===== config.mk =====
export PLATFORM = sky130hd
export DESIGN_NAME = i2s_bal_top
export DESIGN_NICKNAME = d
export VERILOG_FILES = /design/src/rtl/i2s_bal_pkg.sv /design/src/rtl/i2s_bal_capture.sv /design/src/rtl/i2s_bal_negate.sv /design/src/rtl/i2s_bal_serializer.sv /design/src/rtl/i2s_bal_top.sv
export SDC_FILE = /design/constraint.sdc
export NUM_CORES = 1
export LEC_CHECK = 0
export BUFFER_PORTS_ARGS = -buffer_cell sky130_fd_sc_hd__buf_2
export CAP_MARGIN = 10
export CORE_AREA = 3 3 77 97
export CTS_BUF_LIST = sky130_fd_sc_hd__clkbuf_4
export DETAILED_ROUTE_END_ITERATION = 12
export DIE_AREA = 0 0 80 100
export HOLD_SLACK_MARGIN = 0.08
export PLACE_DENSITY = 0.87
export SLEW_MARGIN = 20
export SYNTH_ARGS = -nofsm -noshare
export SYNTH_HDL_FRONTEND = slang
export SYNTH_SLANG_ARGS = --single-unit

===== constraint.sdc =====
create_clock -name bck_in -period 2.7 [get_ports bck_in]
set_input_delay 0.135 -clock bck_in [delete_from_list [all_inputs] [get_ports bck_in]]
set_output_delay 0.135 -clock bck_in [all_outputs]
set_load 0.005 [all_outputs]

===== src/rtl/i2s_bal_pkg.sv =====
package i2s_bal_pkg;

    // Which incoming channel feeds the balanced pair
    typedef enum logic {
        SRC_LEFT  = 1'b0,
        SRC_RIGHT = 1'b1
    } src_sel_e;

endpackage


===== src/rtl/i2s_bal_capture.sv =====
// Counterless frame capture: every incoming bit enters a frame-wide shift
// register; a falling word select closes the frame.
module i2s_bal_capture #(
    parameter int SLOT_W = 32
) (
    input  logic                  clk,
    input  logic                  rst_n,
    input  logic                  ws_i,
    input  logic                  sd_i,
    output logic [2*SLOT_W-1:0]   frame_o,
    output logic                  frame_stb_o,
    output logic                  ws_dly_o
);

    localparam int FRAME_W = 2 * SLOT_W;

    typedef struct packed {
        logic [FRAME_W-1:0] sr;
        logic               ws_prev;
        logic               armed;
    } cap_state_t;

    cap_state_t st_q, st_d;
    logic       ws_fall;

    always_comb begin
        ws_fall       = st_q.ws_prev & ~ws_i;
        st_d.sr       = {st_q.sr[FRAME_W-2:0], sd_i};
        st_d.ws_prev  = ws_i;
        // first fall only marks the start of a frame that can be trusted
        st_d.armed    = st_q.armed | ws_fall;
    end

    // The frame including the bit arriving on this edge
    assign frame_o     = st_d.sr;
    assign frame_stb_o = ws_fall & st_q.armed;
    assign ws_dly_o    = st_q.ws_prev;

    always_ff @(posedge clk or negedge rst_n) begin
        if (!rst_n) begin
            st_q <= '0;
        end else begin
            st_q <= st_d;
        end
    end

endmodule


===== src/rtl/i2s_bal_negate.sv =====
// Two's-complement negation with the most negative code clamped.
module i2s_bal_negate #(
    parameter int WIDTH = 24
) (
    input  logic [WIDTH-1:0] val_i,
    output logic [WIDTH-1:0] neg_o
);

    localparam logic [WIDTH-1:0] MOST_NEG = {1'b1, {(WIDTH-1){1'b0}}};
    localparam logic [WIDTH-1:0] MOST_POS = {1'b0, {(WIDTH-1){1'b1}}};

    always_comb begin
        if (val_i == MOST_NEG) begin
            neg_o = MOST_POS;
        end else begin
            neg_o = ~val_i + {{(WIDTH-1){1'b0}}, 1'b1};
        end
    end

endmodule


===== src/rtl/i2s_bal_serializer.sv =====
// Output shift register: parallel load at frame start, MSB-first shift,
// data registered so it moves only on the input rising edge.
module i2s_bal_serializer #(
    parameter int FRAME_W = 64
) (
    input  logic               clk,
    input  logic               rst_n,
    input  logic               load_i,
    input  logic [FRAME_W-1:0] frame_i,
    output logic               sd_o
);

    typedef struct packed {
        logic [FRAME_W-1:0] sr;
        logic               sd;
    } ser_state_t;

    ser_state_t st_q, st_d;

    always_comb begin
        st_d.sd = st_q.sr[FRAME_W-1];
        if (load_i) begin
            st_d.sr = frame_i;
        end else begin
            st_d.sr = {st_q.sr[FRAME_W-2:0], 1'b0};
        end
    end

    assign sd_o = st_q.sd;

    always_ff @(posedge clk or negedge rst_n) begin
        if (!rst_n) begin
            st_q <= '0;
        end else begin
            st_q <= st_d;
        end
    end

endmodule


===== src/rtl/i2s_bal_top.sv =====
module i2s_bal_top #(
    parameter int                   SLOT_W   = 32,
    parameter int                   SAMPLE_W = 24,
    parameter i2s_bal_pkg::src_sel_e SRC     = i2s_bal_pkg::SRC_LEFT
) (
    input  logic bck_in,
    input  logic rst_n,
    input  logic ws_in,
    input  logic sd_in,
    output logic bck_out,
    output logic ws_out,
    output logic sd_out
);

    localparam int FRAME_W = 2 * SLOT_W;
    // MSB index of the selected input slot inside the captured frame
    localparam int SRC_MSB = (SRC == i2s_bal_pkg::SRC_RIGHT) ? SLOT_W - 1 : FRAME_W - 1;

    logic [FRAME_W-1:0]  in_frame;
    logic                frame_stb;
    logic [SAMPLE_W-1:0] sample;
    logic [SAMPLE_W-1:0] sample_neg;
    logic [SLOT_W-1:0]   pos_slot;
    logic [SLOT_W-1:0]   neg_slot;
    logic [FRAME_W-1:0]  out_frame;

    i2s_bal_capture #(
        .SLOT_W (SLOT_W)
    ) u_capture (
        .clk         (bck_in),
        .rst_n       (rst_n),
        .ws_i        (ws_in),
        .sd_i        (sd_in),
        .frame_o     (in_frame),
        .frame_stb_o (frame_stb),
        .ws_dly_o    (ws_out)
    );

    assign sample = in_frame[SRC_MSB -: SAMPLE_W];

    i2s_bal_negate #(
        .WIDTH (SAMPLE_W)
    ) u_negate (
        .val_i (sample),
        .neg_o (sample_neg)
    );

    // Left-justify both samples in their slots, zero below
    always_comb begin
        pos_slot = '0;
        neg_slot = '0;
        pos_slot[SLOT_W-1 -: SAMPLE_W] = sample;
        neg_slot[SLOT_W-1 -: SAMPLE_W] = sample_neg;
        out_frame = {pos_slot, neg_slot};
    end

    i2s_bal_serializer #(
        .FRAME_W (FRAME_W)
    ) u_serializer (
        .clk     (bck_in),
        .rst_n   (rst_n),
        .load_i  (frame_stb),
        .frame_i (out_frame),
        .sd_o    (sd_out)
    );

    assign bck_out = ~bck_in;

endmodule


==> results of run 1 <==
-- synthesized netlist by cell type (2+ instances only) --
cell type | n | area, µm²
dfrtp_1 | 122 | 3050
nand2_1 | 79 | 297
nor2_1 | 15 | 56.3
o22a_1 | 11 | 96.3
clkbuf_1 | 10 | 37.5
xor2_1 | 9 | 78.8
and2_1 | 8 | 50.1
xnor2_1 | 8 | 70.1
a31oi_1 | 7 | 43.8
o21ai_0 | 6 | 30.0
inv_1 | 5 | 18.8
nor3_1 | 5 | 25.0
nor4_1 | 5 | 31.3
nand3_1 | 4 | 20.0
or3_1 | 3 | 18.8
a21oi_1 | 2 | 10.0
buf_1 | 2 | 7.51
nand3b_1 | 2 | 15.0
nor3b_1 | 2 | 15.0
or4_1 | 2 | 15.0
-- final cells by class --
cell class,count,area (µm²)
timing repair buffer,15,123
inverter,4,15.0
clock buffer,18,133
tap,87,109
clock inverter,16,153
multi-input combinational,183,1030
sequential,122,3050
fill,439,2000
-- worst max-delay path by stage --
stage | from | to | slack [ns] | cells after the start
floorplan | u_capture.frame_o[57]$_DFF_PN0_ | u_serializer.st_q[23]$_DFF_PN0_ | 0.67 | 6
global placement | u_capture.frame_o[57]$_DFF_PN0_ | u_serializer.st_q[20]$_DFF_PN0_ | 0.51 | 5
detailed placement | u_capture.frame_o[50]$_DFF_PN0_ | u_serializer.st_q[26]$_DFF_PN0_ | 0.37 | 5
CTS | u_capture.frame_o[50]$_DFF_PN0_ | u_serializer.st_q[26]$_DFF_PN0_ | 0.33 | 5
finish | u_capture.frame_o[50]$_DFF_PN0_ | u_serializer.st_q[26]$_DFF_PN0_ | 0.31 | 5
global route | u_capture.frame_o[50]$_DFF_PN0_ | u_serializer.st_q[26]$_DFF_PN0_ | 0.16 | 5
-- stage by stage --
step | hold slack, ns | total power, W
after floorplan | -0.161 | 0.00208
after global placement | 0.216 | 0.00216
after detailed placement | 0.227 | 0.00217
after CTS | 0.194 | 0.00342
after global routing | 0.218 | 0.00355
final | 0.204 | 0.00338
-- where the power goes --
part | switching, W | internal, W
Combinational | 0.000101 | 0.0000557
Clock | 0.000759 | 0.000505
Sequential | 0.0000428 | 0.00192
Total | 0.000902 | 0.00248
-- logic make-up after synthesis --
family | after synthesis | synth area share
and+or+nand+nor | 135 | 0.156
DFF | 122 | 0.735
AOI/OAI and AO/OA | 30 | 0.0518
buffers and inverters | 18 | 0.0181
xor gates and xnor gates | 17 | 0.0358
adders and majority gates | 1 | 0.00301
-- registers in the layout, summed over array words and instances, names as in the netlist --
signal,flops
u_capture.st_q,1
u_serializer.st_d,1
u_serializer.sd_o,1
u_serializer.st_q,55
u_capture.ws_dly_o,1
u_capture.frame_o,63
-- layout by cell type, fill, tap and decap left out, types with 2 or more instances in the layout --
cell type        n
a21oi_1          2
a31oi_1          7
and2_1           8
buf_2            5
buf_4            7
clkbuf_4        17
dfrtp_1        122
dlygate4sd3_1    3
inv_1            5
inv_6            7
inv_8            3
nand2_1         79
nand3_1          4
nand3b_1         2
nor2_1          15
nor3_1           5
nor3b_1          2
nor4_1           5
o21ai_0          6
o22a_1          11
or3_1            3
or4_1            2
xnor2_1          8
xor2_1           9
-- layer usage --
metal | vias to the layer above | track usage | routed length, µm
li1 | 1115 | - | -
met1 | 1206 | 0.265 | 3100
met2 | 50 | 0.327 | 3640
met3 | 16 | 0.0583 | 258
met4 | 0 | 0.0962 | 140
met5 | - | 0 | 0
==> qor.yml, run 1 <==
final_layout:
  layout-drive-gt1-share: 0.145
  finalCoreUtilization: 0.698
  syn2layout_area_growth_pct: 11.0
  final_cell_count_no_fill: 445
  num_antenna_cells: 0
  nNetsFinal: 350
  finish.instance_area_um2: 4610
worst_setup_path:
  critical_path_class: "reg2reg"
  cp_top_family: "simple AND/OR/NAND/NOR gates"
  cp.required_ns: 3.09
  endpoint_kind: "register"
  path_cells: "nor4_1 -> nand4_1 -> nor4b_1 -> xnor2_1 -> o22a_1"
  arrival_ns: 2.79
  cpPeakStageDelay_ns: 0.63
  cpMaxStageDelayCell: "nor4_1"
  r2r_start: "u_capture.frame_o[50]$_DFF_PN0_"
  reg2reg_depth: 5
  worst-path-max-fanout: 7
  start_kind: "register"
  r2r_slack_ns: 0.31
  timing.rr.end: "u_serializer.st_q[26]$_DFF_PN0_"
  worst-path-buf-inv: 0
routing:
  dr.pass1.iters: 4
  viasPerCell: 5.36
  wirelength_mm: 7.14
  drt-initial-drc-count: 210
  wl_per_cell_um: 16.0
  vias: 2387
  drc: 0
  ant_nets: 0
grt:
  track_usage: 0.206
  grt_overflow_total: 0
  antenna_found_initial: 0
  grt_pass1_vias: 2542
  grt_pass1_wl_mm: 12.2
  grt_max_degree: 68
cts:
  root_buffer: "clkbuf_4"
  numCtsBuffers: 17
  clk_pin_slew_ns: 0.13
  postCtsResizedCells: 0
  cts_setup_buffers: 0
  clock_latency_ns: 0.51
  cts_buffer_depth: 2
  cts_tree: "built"
  cts_max_level: 4
  hold_buffers: 3
pwr:
  irDropWorstVdd_mv: 0.469
  p_leak_nw: 2.16
  power.density_nw_per_um2: 734
synthesis:
  ys_seq_elements: 122
  syn-num-nets: 328
  yosysSeqAreaShare: 0.735
  netlist_area_um2: 4150
  ys_types: 36
  yosysWarningCount: 0
  postSynthCellCount: 323
  synth_edf_count: 0
  syn_avg_cell_area_um2: 12.9
  async_flop_share: 1.00
  synth_flop_cell: "dfrtp_1"
sta:
  clock.fmax_mhz: 418
  setup_tns_ns: 0
  rsz0062_at_grt: "no"
  finalSetupViolCount: 0
  worst_slack_ns: 0.307
  slew_headroom: 0.530
  hold_viol: 0
  fin_crit_sh: 0.886
  finalMaxSlewViolations: 0
  fin_crit_ns: 2.39
  skew_ns: 0.0225
  tightest_slew_ns: 0.705
placed_design:
  port_buffers: 6
  placed_cell_area_um2: 4300
  numPlacedInstances: 410
  place_ws_ns: 0.368
  dpl.hpwl_mm: 4.24
  place_congestion: 0.806
floorplanning:
  die_h_um: 100
  row_count: 33
  die_x_um: 80
  start_util: 0.629
  boundaryPins: 7
  core_um2: 6610
  dieArea_um2: 8000
run_status:
  status: "completed"
flow_run:
  max_cap_violations: 0
worst_hold_path:
  hp-class: "in2async"
No activity file was read; power rests on OpenSTA's default activity.
==> inputs of run 2 (changes only) <==
- CORE_AREA: 3 3 77 97 -> 2 2 76 96
- DIE_AREA: 0 0 80 100 -> 0 0 78 98
==> run 2 against run 1 <==
Compared with the run above:
- cell count did not move
- sequential power barely moved
- register-to-register slack improved by 0.05 ns
- via count fell by 1.9%
- flip-flop and latch count did not move
- critical path type unchanged
- critical endpoint is now u_serializer.st_q[30]$_DFF_PN0_
- largest cell class unchanged
==> qor.yml, run 2 (synthesis gave the netlist of run 1 again) <==
run_status:
  status: "completed"
worst_setup_path:
  endpoint_kind: "register"
  arrival_ns: 2.71
  cpMaxStageDelayCell: "nor4_1"
  r2r_slack_ns: 0.35
  cp_top_family: "simple AND/OR/NAND/NOR gates"
  critical_path_class: "reg2reg"
  cp.required_ns: 3.07
  worst-path-max-fanout: 7
  worst_path_most_repeated_cell: "nor4_1"
  path_cells: "nor4_1 -> nand4_1 -> nor4_1 -> xor2_1 -> a31oi_1"
  start_kind: "register"
  cpPeakStageDelay_ns: 0.57
  worst-path-buf-inv: 0
final_layout:
  layout-drive-gt1-share: 0.130
  nNetsFinal: 347
  finalCoreUtilization: 0.681
  num_antenna_cells: 0
  final_common_cell: "dfrtp_1"
  final_cell_mix: "dfrtp_1, nand2_1, clkbuf_4, nor2_1, o22a_1"
  largest_reg_flops: 63
  syn2layout_area_growth_pct: 11.5
grt:
  grt_pass1_wl_mm: 11.5
  grt_pass1_vias: 2405
  grt_overflow_total: 0
  track_usage: 0.202
  antenna_found_initial: 0
  grt_max_degree: 79
sta:
  fin_crit_sh: 0.869
  skew_ns: 0.0123
  setup_tns_ns: 0
  fin_crit_ns: 2.35
  finalMaxSlewViolations: 0
  tightest_slew_ns: 0.598
  hold_viol: 0
  rsz0062_at_grt: "no"
  finalHoldWorstSlack_ns: 0.155
  clock.fmax_mhz: 426
  finalSetupViolCount: 0
  slew_headroom: 0.598
cts:
  numCtsBuffers: 17
  cts_buffer_depth: 2
  root_buffer: "clkbuf_4"
  hold_buffers: 3
  cts_tree: "built"
  cts_max_level: 4
  clk_pin_slew_ns: 0.10
  postCtsResizedCells: 0
  cts_setup_buffers: 0
  clock_latency_ns: 0.50
floorplanning:
  boundaryPins: 7
  row_count: 34
  die_h_um: 98
  dieArea_um2: 7640
  die_x_um: 78
  core_um2: 6810
  start_util: 0.610
worst_hold_path:
  hp-class: "in2async"
routing:
  viasPerCell: 5.26
  drt-initial-drc-count: 158
  drc: 0
  ant_nets: 0
  dr.pass1.iters: 4
  wirelength_mm: 6.67
  wl_per_cell_um: 15.0
  vias: 2342
pwr:
  power.density_nw_per_um2: 757
  irDropWorstVdd_mv: 0.520
  p_leak_nw: 2.14
placed_design:
  place_congestion: 0.809
  port_buffers: 6
  dpl.hpwl_mm: 3.93
flow_run:
  max_cap_violations: 0
==> run 2: cell count changes in the layout (fill, tap and decap cells not counted), sizes merged <==
cell / delta
inv: -12
clkinv: +2
buf: -3
bufinv: +3
clkinvlp: +5
clkbuf: +2
==> run 2: routing by layer <==
| metal | wire [µm] | vias up | global-route usage | share of wire |
|---|---|---|---|---|
| li1 | - | 1106 | - | - |
| met3 | 241 | 9 | 0.0693 | 0.036 |
| met5 | 0 | - | 0 | 0 |
| met1 | 2870 | 1179 | 0.261 | 0.43 |
| met2 | 3440 | 48 | 0.314 | 0.52 |
| met4 | 119 | 0 | 0.0904 | 0.018 |
==> run 2: final cells by class <==
type	count	area, µm²
fillers	467	2170
flip-flops and latches	122	3050
clock inverters	14	179
multi-input cells	183	1030
well taps	90	113
clock buffers	20	148
inverters	4	15.0
repair buffers	12	100
==> run 2: path summary, 6_finish.rpt <==
| check | startpoint | endpoint | cells after the start |
|---|---|---|---|
| max | u_capture.frame_o[50]$_DFF_PN0_ | u_serializer.st_q[30]$_DFF_PN0_ | 5 |
| min | rst_n | u_serializer.st_q[63]$_DFF_PN0_ | 2 |
| max reg2reg | u_capture.frame_o[50]$_DFF_PN0_ | u_serializer.st_q[30]$_DFF_PN0_ | 5 |
| min reg2reg | u_capture.frame_o[4]$_DFF_PN0_ | u_capture.frame_o[5]$_DFF_PN0_ | 0 |
| max in group asynchronous | rst_n | u_capture.frame_o[11]$_DFF_PN0_ | 3 |
| min in group bck_in | ws_in | u_capture.ws_dly_o$_DFF_PN0_ | 2 |
==> run 2: stage by stage <==
stage | worst slack [ns] | std cells | cell area (µm²) | total power [W]
floorplan | 0.669 | 323 | 4150 | 0.00208
global placement | 0.443 | 410 | 4290 | 0.00215
detailed placement | 0.382 | 410 | 4290 | 0.00216
CTS | 0.340 | 445 | 4630 | 0.00356
global route | 0.175 | 445 | 4630 | 0.00367
finish | 0.354 | 445 | 4630 | 0.00351
==> run 2: power by group <==
part           switching [W]  internal (W)  leakage [nW]  total (W)
Combinational      0.0000950     0.0000530         0.504   0.000148
Sequential         0.0000377       0.00192          1.48    0.00196
Clock               0.000646      0.000757         0.163    0.00140
==> inputs of run 3 (changes only) <==
- CELL_PAD_IN_SITES_DETAIL_PLACEMENT: unset -> 0
- CELL_PAD_IN_SITES_GLOBAL_PLACEMENT: unset -> 1
- CORE_AREA: 2 2 76 96 -> 2 2 83 104
- CTS_CLUSTER_DIAMETER: unset -> 30
- DIE_AREA: 0 0 78 98 -> 0 0 85 106
- PLACE_DENSITY: 0.87 -> 0.88
==> run 3 against run 2 <==
Compared with the run above:
- power up 2.4%
- via count fell by 1.8%
- global-route usage shrank 3.4 points
- combinational power barely moved
- design area is 1.1% higher
- critical path type unchanged
- critical endpoint is now u_serializer.st_q[21]$_DFF_PN0_
- largest power group unchanged
==> qor.yml, run 3 (synthesis gave the netlist of run 1 again) <==
final_layout:
  final_common_cell: "dfrtp_1"
  fillers: 654
  num_antenna_cells: 0
  final_cell_mix: "dfrtp_1, nand2_1, clkbuf_4, nor2_1, o22a_1"
  nNetsFinal: 350
  syn2layout_area_growth_pct: 12.8
  layout-drive-gt1-share: 0.145
  largest_reg_flops: 63
routing:
  wl_per_cell_um: 14.0
  drt-initial-drc-count: 122
  viasPerCell: 5.06
  drc: 0
  wirelength_mm: 6.39
  dr.pass1.iters: 4
  ant_nets: 0
  vias: 2301
worst_setup_path:
  r2r_start: "u_capture.frame_o[56]$_DFF_PN0_"
  endpoint_kind: "register"
  cp.required_ns: 3.16
  timing.rr.end: "u_serializer.st_q[21]$_DFF_PN0_"
  critical_path_class: "reg2reg"
  r2r_slack_ns: 0.49
  path_cells: "or3_4 -> or4_4 -> nor4_4 -> or2b_2 -> o22a_1"
  arrival_ns: 2.67
  worst-path-max-fanout: 11
  reg2reg_depth: 5
  cpMaxStageDelayCell: "or4_4"
  cpPeakStageDelay_ns: 0.48
  start_kind: "register"
cts:
  cts_tree: "built"
  clock_latency_ns: 0.52
  root_buffer: "clkbuf_4"
  clk_pin_slew_ns: 0.12
  cts_buffer_depth: 2
  postCtsResizedCells: 0
  numCtsBuffers: 17
  cts_max_level: 4
  cts_setup_buffers: 0
grt:
  antenna_found_initial: 0
  grt_pass1_wl_mm: 11.5
  grt_pass1_vias: 2334
  busiest_layer: "met1"
  grt_max_degree: 54
  grt_overflow_total: 0
  grtUsageMet2: 0.226
  met3_usage: 0.0613
  gr-usage-met1: 0.241
  track_usage: 0.168
sta:
  setup_tns_ns: 0
  slew_headroom: 0.605
  skew_ns: 0.0169
  finalMaxSlewViolations: 0
  clock.fmax_mhz: 453
  worst_slack_ns: 0.493
  tightest_slew_ns: 0.593
  fin_crit_sh: 0.817
  hold_viol: 0
  finalSetupViolCount: 0
  rsz0062_at_grt: "no"
  finalHoldWorstSlack_ns: 0.123
  fin_crit_ns: 2.21
floorplanning:
  row_count: 37
  die_h_um: 106
  core_um2: 8100
  boundaryPins: 7
  start_util: 0.513
  die_x_um: 85
  dieArea_um2: 9010
pwr:
  power.density_nw_per_um2: 767
  irDropWorstVdd_mv: 0.497
  p_leak_nw: 2.18
worst_hold_path:
  hp-class: "in2async"
flow_run:
  max_cap_violations: 0
placed_design:
  dpl.hpwl_mm: 3.84
  place_congestion: 0.776
  port_buffers: 6
  place_ws_ns: 0.502
run_status:
  status: "completed"
==> run 3: cell count changes in the layout (fill, tap and decap cells not counted) <==
cell | before | now
buf_4 | 4 | 7
clkbuf_4 | 19 | 17
clkinv_1 | 3 | 0
clkinv_2 | 0 | 1
clkinv_4 | 1 | 4
clkinvlp_2 | 1 | 0
clkinvlp_4 | 4 | 1
inv_6 | 0 | 5
==> run 3: worst max path at each step <==
| stage | start | end | depth (start not counted) |
|---|---|---|---|
| finish | u_capture.frame_o[56]$_DFF_PN0_ | u_serializer.st_q[21]$_DFF_PN0_ | 5 |
| global route | u_capture.frame_o[46]$_DFF_PN0_ | u_serializer.st_q[32]$_DFF_PN0_ | 5 |
| CTS | u_capture.frame_o[46]$_DFF_PN0_ | u_serializer.st_q[32]$_DFF_PN0_ | 5 |
| detailed placement | u_capture.frame_o[56]$_DFF_PN0_ | u_serializer.st_q[24]$_DFF_PN0_ | 5 |
| global placement | u_capture.frame_o[45]$_DFF_PN0_ | u_serializer.st_q[32]$_DFF_PN0_ | 5 |
| floorplan | u_capture.frame_o[57]$_DFF_PN0_ | u_serializer.st_q[23]$_DFF_PN0_ | 6 |
==> run 3: report_power, final <==
| part | internal, W | total [W] | leakage, nW | switching [W] |
|---|---|---|---|---|
| Clock | 0.000765 | 0.00149 | 0.187 | 0.000721 |
| Combinational | 0.0000554 | 0.000148 | 0.519 | 0.0000930 |
| Sequential | 0.00192 | 0.00196 | 1.48 | 0.0000392 |
| Total | 0.00274 | 0.00359 | 2.18 | 0.000854 |
==> run 3: final cells by class <==
class                      instances  area (µm²)  area share
sequential                       122        3050       0.652
inverter                           4        15.0     0.00320
tap                               97         121      0.0259
multi-input combinational        183        1030       0.219
timing repair buffer              15         123      0.0262
clock buffer                      18         133      0.0283
clock inverter                    16         215      0.0459
==> run 3: layer usage <==
metal,share of wire,wire length (µm)
met1,0.49,3100
met2,0.46,2930
met3,0.034,215
met4,0.023,145
met5,0,0
==> run 3: per-stage QoR <==
step           std cells  utilization  total power, W  area (µm²)
5_1_grt              455        0.578         0.00376        4690
2_1_floorplan        323            -         0.00208        4150
3_5_place_dp         420        0.533         0.00216        4320
4_1_cts              455        0.578         0.00364        4690
6_report             455        0.578         0.00359        4690
3_3_place_gp         420        0.533         0.00216        4320
==> run 3: what timing repair did <==
action / 4_1_cts / 5_1_grt
hold buffers: 3 / 0
hold endpoints to repair: 125 / 0
setup endpoints to repair: 0 / 0
==> run 3: worst max-delay path: cells and delay by family, from the launching register on <==
kind	cells	cell delay, ns
AND/OR/NAND/NOR	4	1.53
flip-flops	1	0.45
AO/OA/AOI/OAI	1	0.19
